[config.mk]
export PLATFORM = sky130hd
export DESIGN_NAME = pwb_seq
export DESIGN_NICKNAME = d
export VERILOG_FILES = /design/src/rtl/pwb_pkg.sv /design/src/rtl/pwb_page_buf.sv /design/src/rtl/pwb_prog_timer.sv /design/src/rtl/pwb_array.sv /design/src/rtl/pwb_seq.sv
export SDC_FILE = /design/constraint.sdc
export NUM_CORES = 2
export LEC_CHECK = 0
export ABC_AREA = 1
export BUFFER_PORTS_ARGS = -buffer_cell sky130_fd_sc_hd__clkbuf_2
export CAP_MARGIN = 25
export CORE_AREA = 2 2 699 562
export CTS_CLUSTER_SIZE = 40
export DETAILED_ROUTE_END_ITERATION = 7
export DIE_AREA = 0 0 701 564
export HOLD_SLACK_MARGIN = 0.12
export SLEW_MARGIN = 10
export SYNTH_ARGS = -nofsm -noshare
export SYNTH_HDL_FRONTEND = slang
export SYNTH_SLANG_ARGS = --single-unit
[constraint.sdc]
create_clock -name clk -period 3.07 [get_ports clk]
set_clock_uncertainty 0.1 [all_clocks]
set_input_delay 0.921 -clock clk [delete_from_list [all_inputs] [get_ports clk]]
set_output_delay 0.921 -clock clk [all_outputs]
set_load 0.05 [all_outputs]
[src/rtl/pwb_pkg.sv]
package pwb_pkg;

   typedef enum logic {
      PH_FILL = 1'b0,
      PH_PROG = 1'b1
   } pwb_phase_e;

endpackage

[src/rtl/pwb_page_buf.sv]
module pwb_page_buf #(
   parameter int ADDR_W     = 8,
   parameter int DATA_W     = 8,
   parameter int PAGE_BYTES = 4,
   localparam int OFF_W     = $clog2(PAGE_BYTES),
   localparam int PG_W      = ADDR_W - OFF_W
) (
   input  logic                         clk,
   input  logic                         rst_n,
   input  logic                         accept,
   input  logic                         wr_start,
   input  logic [ADDR_W-1:0]            wr_addr,
   input  logic                         byte_vld,
   input  logic [DATA_W-1:0]            byte_data,
   input  logic                         commit,
   output logic [PG_W-1:0]              nxt_page,
   output logic [PAGE_BYTES*DATA_W-1:0] nxt_data,
   output logic [PAGE_BYTES-1:0]        nxt_mask,
   output logic [PAGE_BYTES-1:0]        cur_mask
);

   localparam logic [OFF_W-1:0] OFF_ONE = OFF_W'(1);

   logic [PG_W-1:0]              page_q;
   logic [OFF_W-1:0]             off_q;
   logic [PAGE_BYTES-1:0]        mask_q;
   logic [PAGE_BYTES*DATA_W-1:0] data_q;

   logic                  st_take;
   logic                  bv_take;
   logic [OFF_W-1:0]      eff_off;
   logic [PAGE_BYTES-1:0] base_mask;

   always_comb begin
      st_take   = wr_start & accept;
      bv_take   = byte_vld & accept;
      eff_off   = st_take ? wr_addr[OFF_W-1:0] : off_q;
      nxt_page  = st_take ? wr_addr[ADDR_W-1:OFF_W] : page_q;
      base_mask = st_take ? '0 : mask_q;
   end

   for (genvar g = 0; g < PAGE_BYTES; g++) begin : g_lane
      logic hit;
      assign hit = bv_take && (eff_off == OFF_W'(g));
      assign nxt_data[g*DATA_W +: DATA_W] = hit ? byte_data : data_q[g*DATA_W +: DATA_W];
      assign nxt_mask[g] = base_mask[g] | hit;
   end

   always_ff @(posedge clk or negedge rst_n) begin
      if (!rst_n) begin
         page_q <= '0;
         off_q  <= '0;
         mask_q <= '0;
         data_q <= '0;
      end else begin
         page_q <= nxt_page;
         off_q  <= bv_take ? eff_off + OFF_ONE : eff_off;
         mask_q <= commit ? '0 : nxt_mask;
         data_q <= nxt_data;
      end
   end

   assign cur_mask = mask_q;

endmodule

[src/rtl/pwb_prog_timer.sv]
module pwb_prog_timer
   import pwb_pkg::*;
#(
   parameter int PROG_CYCLES = 12,
   localparam int CNT_W      = $clog2(PROG_CYCLES + 1)
) (
   input  logic clk,
   input  logic rst_n,
   input  logic launch,
   output logic busy
);

   localparam logic [CNT_W-1:0] CNT_LOAD = CNT_W'(PROG_CYCLES - 1);

   pwb_phase_e       phase_q;
   logic [CNT_W-1:0] cnt_q;

   always_ff @(posedge clk or negedge rst_n) begin
      if (!rst_n) begin
         phase_q <= PH_FILL;
         cnt_q   <= '0;
      end else begin
         unique case (phase_q)
            PH_FILL: begin
               if (launch) begin
                  phase_q <= PH_PROG;
                  cnt_q   <= CNT_LOAD;
               end
            end
            PH_PROG: begin
               if (cnt_q == '0) phase_q <= PH_FILL;
               else             cnt_q   <= cnt_q - 1'b1;
            end
            default: phase_q <= PH_FILL;
         endcase
      end
   end

   assign busy = (phase_q == PH_PROG);

endmodule

[src/rtl/pwb_array.sv]
module pwb_array #(
   parameter int ADDR_W     = 8,
   parameter int DATA_W     = 8,
   parameter int PAGE_BYTES = 4,
   localparam int OFF_W     = $clog2(PAGE_BYTES),
   localparam int PG_W      = ADDR_W - OFF_W,
   localparam int DEPTH     = 1 << ADDR_W
) (
   input  logic                         clk,
   input  logic                         rst_n,
   input  logic                         commit,
   input  logic [PG_W-1:0]              wr_page,
   input  logic [PAGE_BYTES*DATA_W-1:0] wr_data,
   input  logic [PAGE_BYTES-1:0]        wr_mask,
   input  logic                         rd_req,
   input  logic [ADDR_W-1:0]            rd_addr,
   output logic [DATA_W-1:0]            rd_data,
   output logic                         rd_ok
);

   logic [DATA_W-1:0] mem [DEPTH];

   always_ff @(posedge clk or negedge rst_n) begin
      if (!rst_n) begin
         for (int a = 0; a < DEPTH; a++) mem[a] <= '0;
      end else if (commit) begin
         for (int i = 0; i < PAGE_BYTES; i++) begin
            if (wr_mask[i]) mem[{wr_page, OFF_W'(i)}] <= wr_data[i*DATA_W +: DATA_W];
         end
      end
   end

   always_ff @(posedge clk or negedge rst_n) begin
      if (!rst_n) begin
         rd_ok   <= 1'b0;
         rd_data <= '0;
      end else begin
         rd_ok <= rd_req;
         if (rd_req) rd_data <= mem[rd_addr];
      end
   end

endmodule

[src/rtl/pwb_seq.sv]
module pwb_seq #(
   parameter int ADDR_W      = 8,
   parameter int DATA_W      = 8,
   parameter int PAGE_BYTES  = 4,
   parameter int PROG_CYCLES = 12
) (
   input  logic              clk,
   input  logic              rst_n,
   input  logic              wr_start,
   input  logic [ADDR_W-1:0] wr_addr,
   input  logic              byte_vld,
   input  logic [DATA_W-1:0] byte_data,
   input  logic              stop_evt,
   input  logic              rd_en,
   input  logic [ADDR_W-1:0] rd_addr,
   output logic [DATA_W-1:0] rd_data,
   output logic              rd_ok,
   output logic              busy
);

   localparam int OFF_W = $clog2(PAGE_BYTES);
   localparam int PG_W  = ADDR_W - OFF_W;

   if (PAGE_BYTES < 2 || (1 << OFF_W) != PAGE_BYTES) begin : g_bad_page
      $error("PAGE_BYTES must be a power of two of at least 2");
   end
   if (PROG_CYCLES < 1) begin : g_bad_prog
      $error("PROG_CYCLES must be at least 1");
   end
   if (ADDR_W <= OFF_W || ADDR_W > 12) begin : g_bad_addr
      $error("ADDR_W must exceed the offset width and stay at or below 12");
   end

   logic [PG_W-1:0]              nxt_page;
   logic [PAGE_BYTES*DATA_W-1:0] nxt_data;
   logic [PAGE_BYTES-1:0]        nxt_mask;
   logic [PAGE_BYTES-1:0]        pg_mask;
   logic                         commit;

   assign commit = stop_evt && !busy && (|nxt_mask);

   pwb_page_buf #(
      .ADDR_W(ADDR_W), .DATA_W(DATA_W), .PAGE_BYTES(PAGE_BYTES)
   ) u_buf (
      .clk(clk), .rst_n(rst_n), .accept(!busy),
      .wr_start(wr_start), .wr_addr(wr_addr),
      .byte_vld(byte_vld), .byte_data(byte_data),
      .commit(commit),
      .nxt_page(nxt_page), .nxt_data(nxt_data), .nxt_mask(nxt_mask),
      .cur_mask(pg_mask)
   );

   pwb_prog_timer #(
      .PROG_CYCLES(PROG_CYCLES)
   ) u_tmr (
      .clk(clk), .rst_n(rst_n), .launch(commit), .busy(busy)
   );

   pwb_array #(
      .ADDR_W(ADDR_W), .DATA_W(DATA_W), .PAGE_BYTES(PAGE_BYTES)
   ) u_arr (
      .clk(clk), .rst_n(rst_n), .commit(commit),
      .wr_page(nxt_page), .wr_data(nxt_data), .wr_mask(nxt_mask),
      .rd_req(rd_en && !busy), .rd_addr(rd_addr),
      .rd_data(rd_data), .rd_ok(rd_ok)
   );

endmodule

-- Yosys cells after proc, flatten, opt, wreduce, memory -nomap -nowiden
Index checks and enable logic that the tools add are counted.
- output and inout bits: 10
- bits in registers: 2106
- order comparisons: 9
- reduce and logical (&&, ||, !) cells: 16
- multiplexer cells: 37
- add/sub/neg operators: 2
- bitwise gates (word level): 12
- eq/ne operators: 5
- operators by type and width (operator ; number):
    two-way mux 2048 bit ; 7
    bitwise mux 2048 bit ; 4
    demux 8 bit (select 8 bit) ; 4
    two-way mux 8 bit ; 10
    binary-select mux 8 bit (select 8 bit) ; 1
    greater-or-equal comparator 9 bit (second input constant) ; 5
    NOT 8 -> 9 bit ; 5
    < comparator 9 x 1 -> 1 bit (second input constant) ; 4
    two-way mux 4 bit ; 4
    logical AND 1 bit ; 11
    one-hot mux 4 bit (2 select lines) ; 1
    two-way mux 6 bit ; 1
    equality test 2 bit (second input constant) ; 2
    zero test 4 bit ; 1
    two-way mux 2 bit ; 2
    != test 2 bit (second input constant) ; 2
    bitwise OR 1 bit ; 4
    OR reduction 4 bit ; 1
    subtractor 4 x 1 -> 4 bit (second input constant) ; 1
    adder 2 x 1 -> 2 bit (second input constant) ; 1
    AND 1 bit ; 2
    equality test 2 x 1 -> 1 bit (second input constant) ; 1
    zero test 2 bit ; 1
    two-way mux 1 bit ; 2
    other kinds (4) ; 4

-- Longest topological paths before layout
- depth in word-level cells: 19
- depth in mapped cells: 17
- depth with buffers taken out: 15

-- Cells and area by module
Synthesis repeated with hierarchy kept, for this count alone.
- cells, all modules: 11797
- area total of the unflattened synthesis: 95220.1 um^2
- modules (own cells, without submodules) (module ; seq. area each (um^2) ; instances ; cells each ; area an instance (um^2)):
    pwb_array ; 51474.4 ; 1 ; 11570 ; 93001.7
    pwb_page_buf ; 1101.1 ; 1 ; 188 ; 1931.9
    pwb_prog_timer ; 125.1 ; 1 ; 32 ; 252.7
    pwb_seq ; 0.0 ; 1 ; 7 ; 33.8

-- Worst setup path after synthesis
OpenSTA, ideal clock, no wires.
- kind: input -> register
- from: input wr_start
- to: register u_arr.mem[1638] in the netlist's numbering
- stages: 14
- data arrival time: 2.609 ns
- buffers on the path: 2
- setup slack: 0.228 ns
- library setup time: 0.133 ns
- cell sequence: nand2_2 > inv_2 > nand2_1 > nand2_1 > nor3_1 > a21oi_1 > nand3_1 > nand2_2 > nor2_4 > buf_4 > nand2_1 > buf_2 > nand2_1 > o21ai_0
- longest elaborated chain between the ends: 18
- elaborated cells on any way between the ends: 57
- those cells by class: order compare: 8; eq/ne: 3; mux: 26; bitwise: 9; reduce/logical: 11
- RTL lines (element ; RTL line ; source):
    start, declared ; pwb_seq.sv:9 ; input logic wr_start,
    AND 1 bit (*) ; pwb_page_buf.sv:35 ; st_take = wr_start & accept;
    two-way mux 6 bit ; pwb_page_buf.sv:38 ; nxt_page = st_take ? wr_addr[ADDR_W-1:OFF_W] : page_q;
    NOT 8 -> 9 bit (implied by the code) ; pwb_array.sv:28 ; if (wr_mask[i]) mem[{wr_page, OFF_W'(i)}] <= wr_data[i*DATA_W +: DATA_W];
    greater-or-equal comparator 9 bit (implied by the code) or < comparator 9 x 1 -> 1 bit (tied branches) ; pwb_array.sv:28 ;
    logical AND 1 bit (implied by the code) ; pwb_array.sv:28 ;
    two-way mux 8 bit (implied by the code) ; pwb_array.sv:28 ;
    demux 8 bit (select 8 bit) ; pwb_array.sv:28 ;
    bitwise mux 2048 bit ; pwb_array.sv:28 ;
    [2 not listed] ; - ;
    bitwise mux 2048 bit ; pwb_array.sv:28 ;
    two-way mux 2048 bit ; pwb_array.sv:28 ;
    two-way mux 2048 bit ; pwb_array.sv:26 ; end else if (commit) begin
    bitwise mux 2048 bit ; pwb_array.sv:28 ;
    two-way mux 2048 bit ; pwb_array.sv:28 ;
    two-way mux 2048 bit ; pwb_array.sv:26 ;
    bitwise mux 2048 bit ; pwb_array.sv:28 ;
    two-way mux 2048 bit ; pwb_array.sv:28 ;
    end signal, assigned by index ; pwb_array.sv:28 ;
    end, declared ; pwb_array.sv:21 ; logic [DATA_W-1:0] mem [DEPTH];
Every way passes the cells marked *; elsewhere a longest branch is shown, timed or not. The select of a mux whose other input is x is not followed.
A chain may end at the register's enable or synchronous reset.

-- Final worst setup path
- from: register u_tmr.phase_q (netlist: u_tmr.busy)
- to: register u_arr.mem[395] in the netlist's numbering
- longest elaborated chain between the ends: 19
- elaborated cells on any way between the ends: 60
- those cells by class: order compare: 8; eq/ne: 3; mux: 26; bitwise: 10; reduce/logical: 13
- RTL lines (element ; RTL line ; source):
    start, declared ; pwb_prog_timer.sv:15 ; pwb_phase_e phase_q;
    start signal, assigned ; pwb_prog_timer.sv:20 ; phase_q <= PH_FILL;
    start signal, assigned ; pwb_prog_timer.sv:26 ; phase_q <= PH_PROG;
    start signal, assigned ; pwb_prog_timer.sv:31 ; if (cnt_q == '0) phase_q <= PH_FILL;
    zero test 1 bit (*) ; pwb_seq.sv:45 ; .clk(clk), .rst_n(rst_n), .accept(!busy),
    AND 1 bit (*) ; pwb_page_buf.sv:35 ;
    two-way mux 6 bit (*) ; pwb_page_buf.sv:38 ;
    net nxt_page[2] ; pwb_seq.sv:34 ; logic [PG_W-1:0] nxt_page;
    NOT 8 -> 9 bit (implied by the code) ; pwb_array.sv:28 ;
    greater-or-equal comparator 9 bit (implied by the code) or < comparator 9 x 1 -> 1 bit (tied branches) ; pwb_array.sv:28 ;
    logical AND 1 bit (implied by the code) ; pwb_array.sv:28 ;
    two-way mux 8 bit (implied by the code) ; pwb_array.sv:28 ;
    [4 not listed] ; - ;
    bitwise mux 2048 bit ; pwb_array.sv:28 ;
    two-way mux 2048 bit ; pwb_array.sv:28 ;
    two-way mux 2048 bit ; pwb_array.sv:26 ;
    bitwise mux 2048 bit ; pwb_array.sv:28 ;
    two-way mux 2048 bit ; pwb_array.sv:28 ;
    two-way mux 2048 bit ; pwb_array.sv:26 ;
    bitwise mux 2048 bit ; pwb_array.sv:28 ;
    two-way mux 2048 bit (*) ; pwb_array.sv:28 ;
Mark *: on every way through the listed nets, which the timed path passes. The rest lies on a longest branch. The select of a mux whose other input is x is not followed.

==> results_dict.tcl <==
set metrics [dict create \
    intPower_mw 52.9 \
    period_share_pct 96.1 \
    layout-drive-gt1-share_pct 13.2 \
    pwr-share-comb_pct 31.0 \
    die_h_um 564 \
    hpwl_mm 268 \
    rr_endpoint "u_arr.mem[395]$_DFFE_PN0P_" \
    die-area_sq_mm 0.395 \
    post_drt_via_cell_ratio 5.09 \
    path_cells "inv_2, nand2_2, inv_2, buf_12, or2_1, o21ai_1, inv_2, nor2_1, inv_1, nor2_4, buf_4, nand2_1, inv_2, nand2_1, buf_12, nand2_1, o21ai_0" \
    end_kind "register" \
    fin_nets 12800 \
    outcome "finished clean" \
    drv_cap 0 \
    switching_share_pct 37.3 \
    cpMaxStageDelayCell "dfrtp_1" \
    hp-class "input pin to register" \
    dp.cells 17800 \
    mostFrequentLayoutCell "nand2_1" \
    io_pins 40 \
    setup_viol 0 \
    worstMarginPinSlew_ps 896 \
    wl_per_cell_um 21.9 \
    ys_ff_latch 2106 \
    layout_common_cells "nand2_1, dfrtp_1, nand3_1" \
    cts_tree "built" \
    drt_first_pass_iters 8 \
    post_cts_buffers 0 \
    fmax_mhz 339 \
    grt_start_max_net_pins 126 \
    dp_slack_ps -566 \
    p_per_area_mw_per_mm2 697 \
    maxSlewHeadroom_pct 40.0 \
    finalHoldViolCount 0 \
    netlist_area_sq_mm 0.0968 \
    final_antenna_net_count 0 \
    tns_ps 0 \
    clockPowerShare_pct 33.6 \
    post_synth_num_cell_types 33 \
    critPathBufInv 8 \
    overflow 0 \
    floorplan.initialDensity_pct 24.9 \
    cts.path.max_buffers 4 \
    critPathLaunchType "register" \
    htree_levels 4 \
    leakagePower_nw 55.1 \
    r2r_cells 17 \
    routed-via-count 92400 \
    fin_ws_ps 119 \
    criticalPathCategory "register to register" \
    synth_fp_nets 12400 \
    grt_setup_unrepaired "yes" \
    yosysSeqAreaShare_pct 54.5 \
    path_clk_slew_ps 60 \
    avgSynthCellArea_sq_um 7.83 \
    grt_pass1_vias 85200 \
    timing.rr.start "u_tmr.busy$_DFF_PN0_" \
    drc 0 \
    worstPathArrival_ps 3600 \
    post-route-util_pct 31.2 \
    fin_cells 18200 \
    io_buffer_count 39 \
    die_w_um 701 \
    switching_power_mw 31.5 \
    core_area_sq_mm 0.388 \
    ir_worst_vdd_mv 0.872 \
    ys_warn_count 0 \
    cts_buffers 220 \
    fin_crit_ps 2950 \
    gp_congestion 0.930 \
    wl_mm 398 \
    hold_path_depth 3 \
    cp_common_cell "inv_2" \
    slew_violations 0 \
    slowest_delay_ps 400 \
    area_growth_pct 25.2 \
    clock_latency_ps 930 \
    antenna_found_initial 41 \
    min_to "u_buf.page_q[4]$_DFF_PN0_" \
    whs_ps 375 \
    synthCells 12400 \
    worstHoldStart "wr_addr[6]" \
    rows 205 \
    cts_num_sinks 2106 \
    power_frac_seq_pct 35.4 \
    grt_pass1_wl_mm 587 \
    path_max_fanout 16 \
    cts_root_buf "clkbuf_16" \
    cp_data_required_time_ps 3720 \
    first_iter_violations 13400 \
    reg2reg_setup_slack_ps 120 \
    grt_usage_pct 19.6 \
    critical_path.top_delay_family "simple AND/OR/NAND/NOR gates" \
]
-- power groups by stage --
| stage | logic, mW | registers [mW] | clock network (mW) |
|---|---|---|---|
| 2_1_floorplan | 6.98 | 30.3 | 0 |
| 3_3_place_gp | 25.3 | 30.3 | 0 |
| 3_5_place_dp | 25.3 | 30.3 | 0 |
| 4_1_cts | 25.4 | 29.9 | 28.6 |
| 5_1_grt | 26.3 | 30.0 | 29.8 |
| 6_report | 26.1 | 29.9 | 28.4 |
-- worst max-delay path by stage --
stage | slack [ps] | from | endpoint | cells past startpoint
final | 120 | u_tmr.busy$_DFF_PN0_ | u_arr.mem[395]$_DFFE_PN0P_ | 17
after global routing | -7 | u_tmr.busy$_DFF_PN0_ | u_arr.mem[919]$_DFFE_PN0P_ | 15
after CTS | 130 | u_tmr.busy$_DFF_PN0_ | u_arr.mem[1423]$_DFFE_PN0P_ | 17
after detailed placement | -570 | wr_start | u_arr.mem[1423]$_DFFE_PN0P_ | 16
after global placement | -560 | wr_start | u_arr.mem[1421]$_DFFE_PN0P_ | 17
after floorplan | 230 | wr_start | u_arr.mem[1638]$_DFFE_PN0P_ | 14
-- state kept, by name, indices dropped and copies added (netlist names) --
| register | cells |
|---|---|
| u_buf.page_q | 6 |
| u_buf.off_q | 2 |
| u_tmr.busy | 1 |
| u_buf.cur_mask | 4 |
| u_buf.data_q | 32 |
| u_arr.mem | 2048 |
| u_arr.rd_data | 8 |
| u_arr.rd_ok | 1 |
| u_tmr.cnt_q | 4 |
-- synthesized netlist by cell type --
master    number  area share (%)
o21ai_0     1888             9.8
nor4_1         1          0.0065
clkbuf_1     817             3.2
o21a_1        16            0.12
nand3_1     2041              11
o211ai_1       1          0.0078
nor3_1         1          0.0052
a21oi_1        4           0.021
ha_1           1           0.013
buf_2         46            0.24
o21ai_1      183            0.95
nor2_1        57            0.22
o21ai_2        2           0.018
inv_1         45            0.17
buf_1         72            0.28
o31ai_1        1          0.0078
xnor2_1        1          0.0091
nand2_2       12           0.078
dfrtp_1     2106              54
nand4_2        1           0.013
or2_1          5           0.032
nand3_2        1           0.010
nand2_1     4914              19
buf_6          4           0.047
nor2_4         7           0.081
buf_4          4           0.031
xor2_1         1          0.0091
o21ai_4        1           0.017
nor2_2        38            0.25
a21oi_2        1          0.0091
inv_2         81            0.31
clkinv_1       9           0.035
or2_2          1          0.0065
-- logic make-up (layout without fill, tap and decap cells) --
group | Yosys count | after routing | share of synthesized area (%)
simple gates | 7079 | 7079 | 30.3
flops | 2106 | 2106 | 54.5
compound gates | 2097 | 2097 | 10.9
buf+inv | 1078 | 1706 | 4.29
xor+xnor | 2 | 2 | 0.0181
fa+ha+maj | 1 | 1 | 0.0129
other cells | 0 | 6 | 0
-- repair_timing --
action | 4_1_cts | 5_1_grt
endpoints found under the hold margin | 3 | 0
hold buffers | 1 | 0
cloned | 0 | 1
resized for setup | 1 | 6
setup endpoints to repair | 6 | 39
-- metrics by stage --
stage	total power [mW]	instance area, sq um
finish	84.4	121000
global route	86.1	121000
CTS	83.9	121000
detailed placement	55.7	114000
global placement	55.7	114000
floorplan	37.3	96800
-- per-layer routing --
metal	share of wire (%)	global-route usage [%]	vias up
li1	-	-	41600
met1	44	29.1	45300
met2	42	28.1	4822
met3	11	3.98	699
met4	3.6	6.57	20
met5	0.035	0	-
-- worst register-to-register path, delay by kind of cell (launching register included) --
family                 cells  cell delay (ps)
AOI/OAI and AO/OA          2              200
buffers and inverters      8             1050
DFF                        1              400
and+or+nand+nor            7             1060
-- cell type report --
class,instances,area (sq um)
tap,5175,6470
timing repair buffer,1172,13800
inverter,135,572
antenna,6,15.0
multi-input combinational,9179,40200
fill,41100,267000
sequential,2106,52700
clock buffer,316,6450
clock inverter,83,1020
(Power assumes the default switching activity.)
